===== src/rtl/adc_seq_pkg.sv =====
`timescale 1ns/1ps
// Shared types and helpers for the conversion sequencer.
// Assumes a converter that presents offset-binary codes of ADC_BITS bits.
package adc_seq_pkg;
    localparam int unsigned ADC_BITS = 14;

    typedef logic        [ADC_BITS-1:0] adc_word_t;
    typedef logic signed [ADC_BITS-1:0] adc_sample_t;

    // Offset binary to two's complement: flip the sign bit, keep the rest.
    function automatic adc_sample_t ob_to_tc(input adc_word_t code);
        adc_word_t flipped;
        flipped = code;
        flipped[ADC_BITS-1] = ~code[ADC_BITS-1];
        return $signed(flipped);
    endfunction
endpackage


===== src/rtl/adc_seq_pulse_gen.sv =====
`timescale 1ns/1ps
// Start-convert pulse generator.
// Counts a sample period in clock cycles and drives the start line high for
// a legalised number of cycles at the beginning of each period. Settings are
// sampled once per period. Once a period has begun it always runs to its
// end, so a stop request cannot truncate a pulse into the forbidden window.
// Assumes a clock period equal to one unit of the window parameters (10 ns).
module adc_seq_pulse_gen #(
    parameter int unsigned CNT_W       = 16,
    parameter int unsigned MIN_PERIOD  = 34,
    parameter int unsigned WIN_A_MAX   = 11,
    parameter int unsigned WIN_B_MIN   = 16,
    parameter int unsigned WIN_B_MAX   = 30,
    parameter int unsigned MIN_LOW     = 3,
    parameter int unsigned HI_FALLBACK = 2
) (
    input  logic             clk,
    input  logic             rst_n,
    input  logic             active_i,
    input  logic [CNT_W-1:0] period_i,
    input  logic [CNT_W-1:0] high_i,
    output logic             start_o,
    output logic             issue_o
);
    localparam logic [CNT_W-1:0] P_MIN   = CNT_W'(MIN_PERIOD);
    localparam logic [CNT_W-1:0] P_AMAX  = CNT_W'(WIN_A_MAX);
    localparam logic [CNT_W-1:0] P_BMIN  = CNT_W'(WIN_B_MIN);
    localparam logic [CNT_W-1:0] P_BMAX  = CNT_W'(WIN_B_MAX);
    localparam logic [CNT_W-1:0] P_LOW   = CNT_W'(MIN_LOW);
    localparam logic [CNT_W-1:0] P_FALL  = CNT_W'(HI_FALLBACK);
    localparam logic [CNT_W-1:0] P_ONE   = CNT_W'(1);

    logic [CNT_W-1:0] per_eff, hi_eff;
    logic             hi_ok;
    logic [CNT_W-1:0] phase_q, per_q, hi_q;
    logic             start_q;

    // Clamp the period and check the requested high time against the windows.
    always_comb begin
        per_eff = (period_i < P_MIN) ? P_MIN : period_i;
        hi_ok   = ((high_i >= P_ONE) && (high_i <= P_AMAX)) ||
                  ((high_i >= P_BMIN) && (high_i <= P_BMAX)) ||
                  ((high_i > P_BMAX) && (per_eff > P_MIN) &&
                   (high_i <= per_eff - P_LOW));
        hi_eff  = hi_ok ? high_i : P_FALL;
    end

    assign issue_o = active_i && (phase_q == '0);
    assign start_o = start_q;

    // Period phase counter and start-line register.
    always_ff @(posedge clk) begin
        if (!rst_n) begin
            phase_q <= '0;
            per_q   <= P_MIN;
            hi_q    <= P_FALL;
            start_q <= 1'b0;
        end else if (phase_q == '0) begin
            if (active_i) begin
                per_q   <= per_eff;
                hi_q    <= hi_eff;
                start_q <= 1'b1;
                phase_q <= P_ONE;
            end else begin
                start_q <= 1'b0;
            end
        end else begin
            start_q <= (phase_q < hi_q);
            phase_q <= (phase_q == per_q - P_ONE) ? '0 : phase_q + P_ONE;
        end
    end

    // ---- protocol watch counters (feed the assertions only) ----
    logic             start_d;
    logic [CNT_W-1:0] hi_run, lo_run, gap_run;

    // Track run lengths of the start line and the rise-to-rise gap.
    always_ff @(posedge clk) begin
        if (!rst_n) begin
            start_d <= 1'b0;
            hi_run  <= '0;
            lo_run  <= '1;
            gap_run <= '1;
        end else begin
            start_d <= start_q;
            hi_run  <= start_q ? ((hi_run == '1) ? hi_run : hi_run + P_ONE) : '0;
            lo_run  <= start_q ? '0 : ((lo_run == '1) ? lo_run : lo_run + P_ONE);
            gap_run <= (start_q && !start_d) ? P_ONE
                     : ((gap_run == '1) ? gap_run : gap_run + P_ONE);
        end
    end


    no_deadband_fall_chk: assert property (@(posedge clk) disable iff (!rst_n)
        (start_d && !start_q) |-> ((hi_run != '0) && !((hi_run > P_AMAX) && (hi_run < P_BMIN))))
        else $error("start pulse fell inside the forbidden window");


    min_low_time_chk: assert property (@(posedge clk) disable iff (!rst_n)
        (start_q && !start_d) |-> (lo_run >= P_LOW))
        else $error("start line low time too short");


    min_period_chk: assert property (@(posedge clk) disable iff (!rst_n)
        (start_q && !start_d) |-> (gap_run >= P_MIN))
        else $error("start pulses closer than the minimum period");
endmodule


===== src/rtl/adc_seq_eoc_sync.sv =====
`timescale 1ns/1ps
// End-of-conversion synchroniser and falling-edge detector.
// Assumes the input is asynchronous to clk; STAGES flops settle it, and one
// more flop provides the previous value for edge detection.
module adc_seq_eoc_sync #(
    parameter int unsigned STAGES = 2
) (
    input  logic clk,
    input  logic rst_n,
    input  logic eoc_i,
    output logic eoc_s_o,
    output logic eoc_fall_o
);
    genvar g;
    generate
        for (g = 0; g < STAGES; g++) begin : g_stage
            logic q;
            if (g == 0) begin : g_first
                // First synchroniser flop samples the raw input.
                always_ff @(posedge clk) begin
                    if (!rst_n) q <= 1'b0;
                    else        q <= eoc_i;
                end
            end else begin : g_next
                // Later flops extend the chain.
                always_ff @(posedge clk) begin
                    if (!rst_n) q <= 1'b0;
                    else        q <= g_stage[g-1].q;
                end
            end
        end
    endgenerate

    logic prev_q;

    // Hold the previous synchronised value for edge detection.
    always_ff @(posedge clk) begin
        if (!rst_n) prev_q <= 1'b0;
        else        prev_q <= g_stage[STAGES-1].q;
    end

    assign eoc_s_o    = g_stage[STAGES-1].q;
    assign eoc_fall_o = prev_q && !g_stage[STAGES-1].q;


    fall_single_cycle_chk: assert property (@(posedge clk) disable iff (!rst_n)
        eoc_fall_o |=> !eoc_fall_o)
        else $error("EOC fall indication longer than one cycle");
endmodule


===== src/rtl/adc_seq_capture.sv =====
`timescale 1ns/1ps
// Result capture, restart detection and busy tracking.
// Captures the data bus cap_dly_i cycles after a detected EOC fall, converts
// it to two's complement and strobes it out. A period that begins while the
// synchronised EOC is high is a protocol violation: the pending capture is
// cancelled and the next EOC fall is discarded.
module adc_seq_capture
    import adc_seq_pkg::*;
#(
    parameter int unsigned DLY_W = 4
) (
    input  logic                      clk,
    input  logic                      rst_n,
    input  logic                      issue_i,
    input  logic                      eoc_s_i,
    input  logic                      eoc_fall_i,
    input  logic                      warmup_i,
    input  logic                      err_clr_i,
    input  logic [DLY_W-1:0]          cap_dly_i,
    input  adc_word_t                 data_i,
    output adc_sample_t               smp_data_o,
    output logic                      smp_valid_o,
    output logic                      proto_err_o,
    output logic                      busy_o
);
    logic             viol, fire, drop;
    logic             pend_q, skip_q;
    logic [DLY_W-1:0] dcnt_q;
    adc_sample_t      data_q;
    logic             valid_q, err_q, busy_q;

    assign viol = issue_i && eoc_s_i;
    assign fire = pend_q && (dcnt_q == '0) && !viol;
    assign drop = eoc_fall_i && skip_q && !viol;

    // Capture scheduling: arm on EOC fall, count down, cancel on violation.
    always_ff @(posedge clk) begin
        if (!rst_n) begin
            pend_q <= 1'b0;
            skip_q <= 1'b0;
            dcnt_q <= '0;
        end else if (viol) begin
            pend_q <= 1'b0;
            skip_q <= 1'b1;
        end else if (eoc_fall_i) begin
            if (skip_q) begin
                skip_q <= 1'b0;
            end else begin
                pend_q <= 1'b1;
                dcnt_q <= cap_dly_i;
            end
        end else if (pend_q) begin
            if (dcnt_q == '0) pend_q <= 1'b0;
            else              dcnt_q <= dcnt_q - 1'b1;
        end
    end

    // Output register: latch and convert the word unless warming up.
    always_ff @(posedge clk) begin
        if (!rst_n) begin
            data_q  <= '0;
            valid_q <= 1'b0;
        end else begin
            valid_q <= fire && !warmup_i;
            if (fire && !warmup_i) data_q <= ob_to_tc(data_i);
        end
    end

    // Sticky protocol error, set wins over clear.
    always_ff @(posedge clk) begin
        if (!rst_n)         err_q <= 1'b0;
        else if (viol)      err_q <= 1'b1;
        else if (err_clr_i) err_q <= 1'b0;
    end

    // Busy from issue until the result is delivered or discarded.
    always_ff @(posedge clk) begin
        if (!rst_n)            busy_q <= 1'b0;
        else if (issue_i)      busy_q <= 1'b1;
        else if (fire || drop) busy_q <= 1'b0;
    end

    assign smp_data_o  = data_q;
    assign smp_valid_o = valid_q;
    assign proto_err_o = err_q;
    assign busy_o      = busy_q;


    err_sets_chk: assert property (@(posedge clk) disable iff (!rst_n)
        viol |=> proto_err_o)
        else $error("violation did not set the error flag");


    err_clears_chk: assert property (@(posedge clk) disable iff (!rst_n)
        (err_clr_i && !viol) |=> !proto_err_o)
        else $error("error flag not cleared");


    valid_pulse_chk: assert property (@(posedge clk) disable iff (!rst_n)
        smp_valid_o |=> !smp_valid_o)
        else $error("valid strobe longer than one cycle");


    warmup_silent_chk: assert property (@(posedge clk) disable iff (!rst_n)
        warmup_i |=> !smp_valid_o)
        else $error("valid strobe during warm-up");


    data_hold_chk: assert property (@(posedge clk) disable iff (!rst_n)
        !smp_valid_o |-> $stable(smp_data_o))
        else $error("sample changed without a strobe");
endmodule


===== src/rtl/adc_seq_top.sv =====
`timescale 1ns/1ps
// Conversion sequencer top: pulse generator, EOC synchroniser and capture.
// Assumes a 100 MHz clock and an asynchronous end-of-conversion input.
module adc_seq_top
    import adc_seq_pkg::*;
#(
    parameter int unsigned CNT_W       = 16,
    parameter int unsigned DLY_W       = 4,
    parameter int unsigned SYNC_STAGES = 2,
    parameter int unsigned MIN_PERIOD  = 34,
    parameter int unsigned HI_FALLBACK = 2
) (
    input  logic                       clk,
    input  logic                       rst_n,
    input  logic                       run_en,
    input  logic                       warmup_en,
    input  logic [CNT_W-1:0]           period_cyc,
    input  logic [CNT_W-1:0]           high_cyc,
    input  logic [DLY_W-1:0]           cap_dly,
    input  logic                       err_clr,
    output logic                       conv_start,
    input  logic                       conv_eoc,
    input  logic [ADC_BITS-1:0]        conv_data,
    output logic signed [ADC_BITS-1:0] smp_data,
    output logic                       smp_valid,
    output logic                       proto_err,
    output logic                       busy
);
    logic issue, eoc_s, eoc_fall;

    adc_seq_pulse_gen #(
        .CNT_W      (CNT_W),
        .MIN_PERIOD (MIN_PERIOD),
        .WIN_A_MAX  (11),
        .WIN_B_MIN  (16),
        .WIN_B_MAX  (30),
        .MIN_LOW    (3),
        .HI_FALLBACK(HI_FALLBACK)
    ) u_pulse (
        .clk     (clk),
        .rst_n   (rst_n),
        .active_i(run_en || warmup_en),
        .period_i(period_cyc),
        .high_i  (high_cyc),
        .start_o (conv_start),
        .issue_o (issue)
    );

    adc_seq_eoc_sync #(
        .STAGES(SYNC_STAGES)
    ) u_sync (
        .clk       (clk),
        .rst_n     (rst_n),
        .eoc_i     (conv_eoc),
        .eoc_s_o   (eoc_s),
        .eoc_fall_o(eoc_fall)
    );

    adc_seq_capture #(
        .DLY_W(DLY_W)
    ) u_cap (
        .clk        (clk),
        .rst_n      (rst_n),
        .issue_i    (issue),
        .eoc_s_i    (eoc_s),
        .eoc_fall_i (eoc_fall),
        .warmup_i   (warmup_en),
        .err_clr_i  (err_clr),
        .cap_dly_i  (cap_dly),
        .data_i     (conv_data),
        .smp_data_o (smp_data),
        .smp_valid_o(smp_valid),
        .proto_err_o(proto_err),
        .busy_o     (busy)
    );
endmodule


===== config.mk =====
export PLATFORM = sky130hd
export DESIGN_NAME = adc_seq_top
export DESIGN_NICKNAME = d
export VERILOG_FILES = /design/src/rtl/adc_seq_pkg.sv /design/src/rtl/adc_seq_pulse_gen.sv /design/src/rtl/adc_seq_eoc_sync.sv /design/src/rtl/adc_seq_capture.sv /design/src/rtl/adc_seq_top.sv
export SDC_FILE = /design/constraint.sdc
export NUM_CORES = 1
export LEC_CHECK = 0
export CORE_ASPECT_RATIO = 0.7
export CORE_MARGIN = 5
export CORE_UTILIZATION = 55
export DETAILED_ROUTE_END_ITERATION = 10
export PLACE_DENSITY = 0.81
export SLEW_MARGIN = 25
export SYNTH_ARGS = -nofsm -noshare
export SYNTH_HDL_FRONTEND = slang
export SYNTH_SLANG_ARGS = --single-unit

===== constraint.sdc =====
create_clock -name clk -period 5.6 [get_ports clk]
set_clock_uncertainty 0.15 [all_clocks]
set_input_delay 1.12 -clock clk [delete_from_list [all_inputs] [get_ports clk]]
set_output_delay 1.12 -clock clk [all_outputs]
set_load 0.05 [all_outputs]

==> implementation parameters <==
Parameter                              Value

Critical path
  Reg-to-Reg Start ... u_pulse.per_q[0]$_SDFFE_PN0P_
  Data arrival time of the worst path ... roughly 5.3 ns
  Element type at the critical path end ... flop
  Maximum fanout along the worst path ... 11
  CP startpoint kind ... input pin
  Start point of the critical path ... period_cyc[4]
  Required arrival time at the worst endpoint ... between 5 and 6 ns
  Startpoint-to-endpoint class of the critical path ... input pin to flop

Power and ir drop
  Switching power ... 0.7107 mW
  Power share of the clock group ... a little under a third
  Power Density ... 325.8 nW/µm²
  Logic pwr share ... between 30% and 40%
  Leakage power of the design ... 2.192 nW
  Net switching fraction of the power ... 37.17%
  Peak ir drop on the vdd network ... ~0.23 mV
  Power share of the sequential group ... 36.1%
  Internal Pwr Total ... between 1 and 1.5 mW

Timing
  Crit path time final ... 5.190 ns
  Setup repair after global routing missed its margin ... no
  Pin slew with the least headroom to its limit ... approximately 0.9 ns
  Final setup violation count ... 0
  Max-slew headroom ... 39.28%
  Highest achievable clock rate ... 192.7 MHz
  Hold Slack ... 0.2918 ns
  Final Hold Viols ... 0
  Final count of pins violating max slew ... 0
  Final Cycle Share ... between 90% and 100%

Final layout
  Count of inserted antenna diode cells ... 0
  Net count, final ... roughly 730
  Area used by multi-input combinational logic ... about 3000 µm²
  Signed area change from the synthesized netlist to the final layout ... 24.83%
  Filler cell count ... 649
  Share of post-route cells with drive strength above 1 ... 8.062%
  Layout Cells excl Fill ... 750
  Top library cells by usage in the layout, fill and taps aside ... 75 x dfxtp_1, 73 x clkdlybuf4s50_1, 58 x nand2_1, 47 x nor2_1, 38 x a21oi_1
  Flip-flop and latch area ... 1501 µm²
  Commonest non-fill, non-tap cell in the layout ... dfxtp_1

Floorplanning
  Die ar. ... roughly 11,000 µm²
  Initial core utilization ... between 50 and 60%
  I/O Pins ... 74
  Die H ... around 87 µm
  Std-Cell Rows ... 28
  Core Footprint ... 8408 µm²
  Die W ... around 120 µm

Global route
  Total congestion overflow ... 0
  Overall fraction of global-route tracks in use ... 25.51%
  Largest net degree at the start of global routing ... 38
  Antenna violations before repair ... 0
  Global-route wire length before repair ... 21.38 mm
  Number of global-route vias before repair ... 4,491

Worst hold path
  Startpoint of the most critical hold path ... u_sync.g_stage[0].q$_SDFF_PN0_
  Worst min-delay path category ... flop to flop

Logic synthesis
  Distinct cells, synth ... 56
  Post-synth EDFFs ... 0
  Part of the Yosys area used for sequential elements ... approximately a third
  Syn Std Cell Area ... ~4700 µm²
  Number of instances in the synthesized netlist ... 567
  Most common flop cell mapped by yosys ... dfxtp_1
  Largest area contributor in the netlist ... dfxtp_1
  Fraction of post-synthesis cell area in the top cell type by area ... 31.93%
  Flip-flop and latch count after synthesis ... 75
  Mean instance size in the synthesized netlist ... 8.293 µm²
  Async set or reset register ratio after synthesis ... 0%
  Area contributors post-synth ... dfxtp_1 32%, ha_1 9.8%, xnor2_1 4.7%, nand2_1 4.6%, a21oi_1 4.0%
  Total number of yosys warnings ... 0
  Synthesized netlist net count ... between 600 and 700

Clock network
  CTS clock-pin slew for the worst setup and hold paths ... around 0.060 ns
  Post-CTS setup-driven buffer insertion count ... 0
  CTS tree ... done
  Root Buffer Master ... clkbuf_16
  Source-to-sink clock delay at the later pin of the worst-skew pair ... 0.34 ns
  Number of sinks on the clock net ... 75
  Maximum level of the CTS H-tree ... 3
  Total CTS buffers ... 9
  Buffers from clock root to sink, at most ... 2

Drt
  Number of vias per cell ... 6.048
  Routed Wire Length ... 13.07 mm
  Routed WL per cell ... 17.43 µm
  Number of DRC violations after detailed-routing iteration 0 ... 352
  Vias after detailed routing ... 4,536
  DRC violation count after routing ... 0
  First-pass DRT Iterations ... 4
  Number of routed nets with antenna violations ... 0

Run status
  Status ... finished clean

Placed design
  Port Buf Inserts ... 73
  Count of placed standard cells including taps ... 734
  Detail Placement HPWL ... 9.937 mm
  Final weighted congestion in routability-driven placement ... around 0.96

Run
  Max-cap viol count ... 0
==> per-stage QoR <==
stage               utilization, %  setup TNS, ns  setup slack, ns  power (mW)  area, µm²
finish                       69.81              0           0.4105       1.912       5869
global placement             65.95              0           0.1127       1.285       5545
floorplan                        -              0           0.6286       1.115       4702
detailed placement           65.95         -1.115          -0.1284       1.304       5545
CTS                          69.58              0           0.2161       1.907       5851
global route                 69.81              0          0.01950       2.022       5869
==> sequential cells by signal, summed over array words and instances (netlist names) <==
register	cells
u_pulse.hi_q	16
u_pulse.per_q	16
u_pulse.phase_q	16
u_cap.smp_data_o	14
u_cap.dcnt_q	4
u_cap.busy_o	1
u_cap.pend_q	1
u_cap.proto_err_o	1
u_cap.skip_q	1
u_cap.smp_valid_o	1
u_pulse.start_o	1
u_sync.eoc_s_o	1
u_sync.g_stage.q	1
u_sync.prev_q	1
==> synthesized netlist by cell type (all sizes together), types with 6 or more instances <==
cell,count
a211oi,9
a21boi,7
a21oi,38
a22o,11
and2,7
and3,7
buf,6
clkbuf,17
dfxtp,75
ha,37
inv,30
mux2i,14
nand2,59
nand2b,8
nand3,20
nand4,18
nor2,47
nor2b,6
nor3,25
nor4,13
o21ai,19
or3,6
xnor2,25
xor2,19
==> worst paths after layout <==
path                                                   endpoint  slack (ns)  depth (start not counted)
worst min-delay path                  u_sync.eoc_s_o$_SDFF_PN0_        0.29                          1
worst min register to register        u_sync.eoc_s_o$_SDFF_PN0_        0.29                          1
worst max register to register  u_pulse.phase_q[4]$_SDFFE_PN0P_        2.46                          9
worst max-delay path              u_pulse.hi_q[13]$_SDFFE_PN0P_        0.41                         19
==> layout make-up <==
| cell class | count | area share [%] |
|---|---|---|
| multi-input combinational | 439 | 51.08 |
| sequential | 75 | 25.58 |
| timing repair buffer | 85 | 13.98 |
| clock buffer | 9 | 3.837 |
| tap | 105 | 2.238 |
| inverter | 30 | 1.919 |
| clock inverter | 7 | 1.364 |
==> cells by family (layout without fill, tap and decap cells) <==
logic type / after synthesis / in the layout / share of synthesized area, %
AND/OR/NAND/NOR: 228 / 228 / 25.76
buffers and inverters: 53 / 131 / 4.710
flip-flops: 75 / 75 / 31.93
AO/OA/AOI/OAI: 116 / 116 / 16.58
XOR/XNOR: 44 / 44 / 8.196
multiplexers: 14 / 14 / 2.980
adder cells (fa/ha/maj): 37 / 37 / 9.846
==> worst max-delay path: stages <==
cell and delay (ns):
clkdlybuf4s50_1 0.44, or3_1 0.43, o21ai_1 0.20, nand2_1 0.09
nand2_1 0.12, inv_1 0.07, ha_1 0.26, nor4_2 0.34
and2_1 0.25, nand2_1 0.13, nor4_2 0.20, xnor2_1 0.10
ha_1 0.29, nand4_1 0.15, nor4_1 0.34, a31oi_1 0.10
nor4b_1 0.31, buf_4 0.23, a22o_1 0.14
==> power by group through the flow <==
stage | Combinational (mW) | Clock, mW | Sequential [mW]
final | 0.624 | 0.597 | 0.691
after global routing | 0.691 | 0.633 | 0.698
after CTS | 0.614 | 0.607 | 0.686
after detailed placement | 0.607 | 0 | 0.696
after global placement | 0.593 | 0 | 0.691
after floorplan | 0.441 | 0 | 0.674
==> layer usage <==
metal / GRT usage [%] / wire length, µm / up-vias
met2: 38.27 / 5740 / 200
met1: 33.86 / 5808 / 2105
met4: 10.49 / 434 / 0
met5: 0 / 0 / -
met3: 8.442 / 1088 / 41
li1: - / - / 2190
==> timing repair <==
action / CTS / global route
hold buffers: 0 / 0
endpoints found under the setup margin: 0 / 16
resized for setup: 0 / 5
Note: power is estimated with default switching activity, not from simulation.
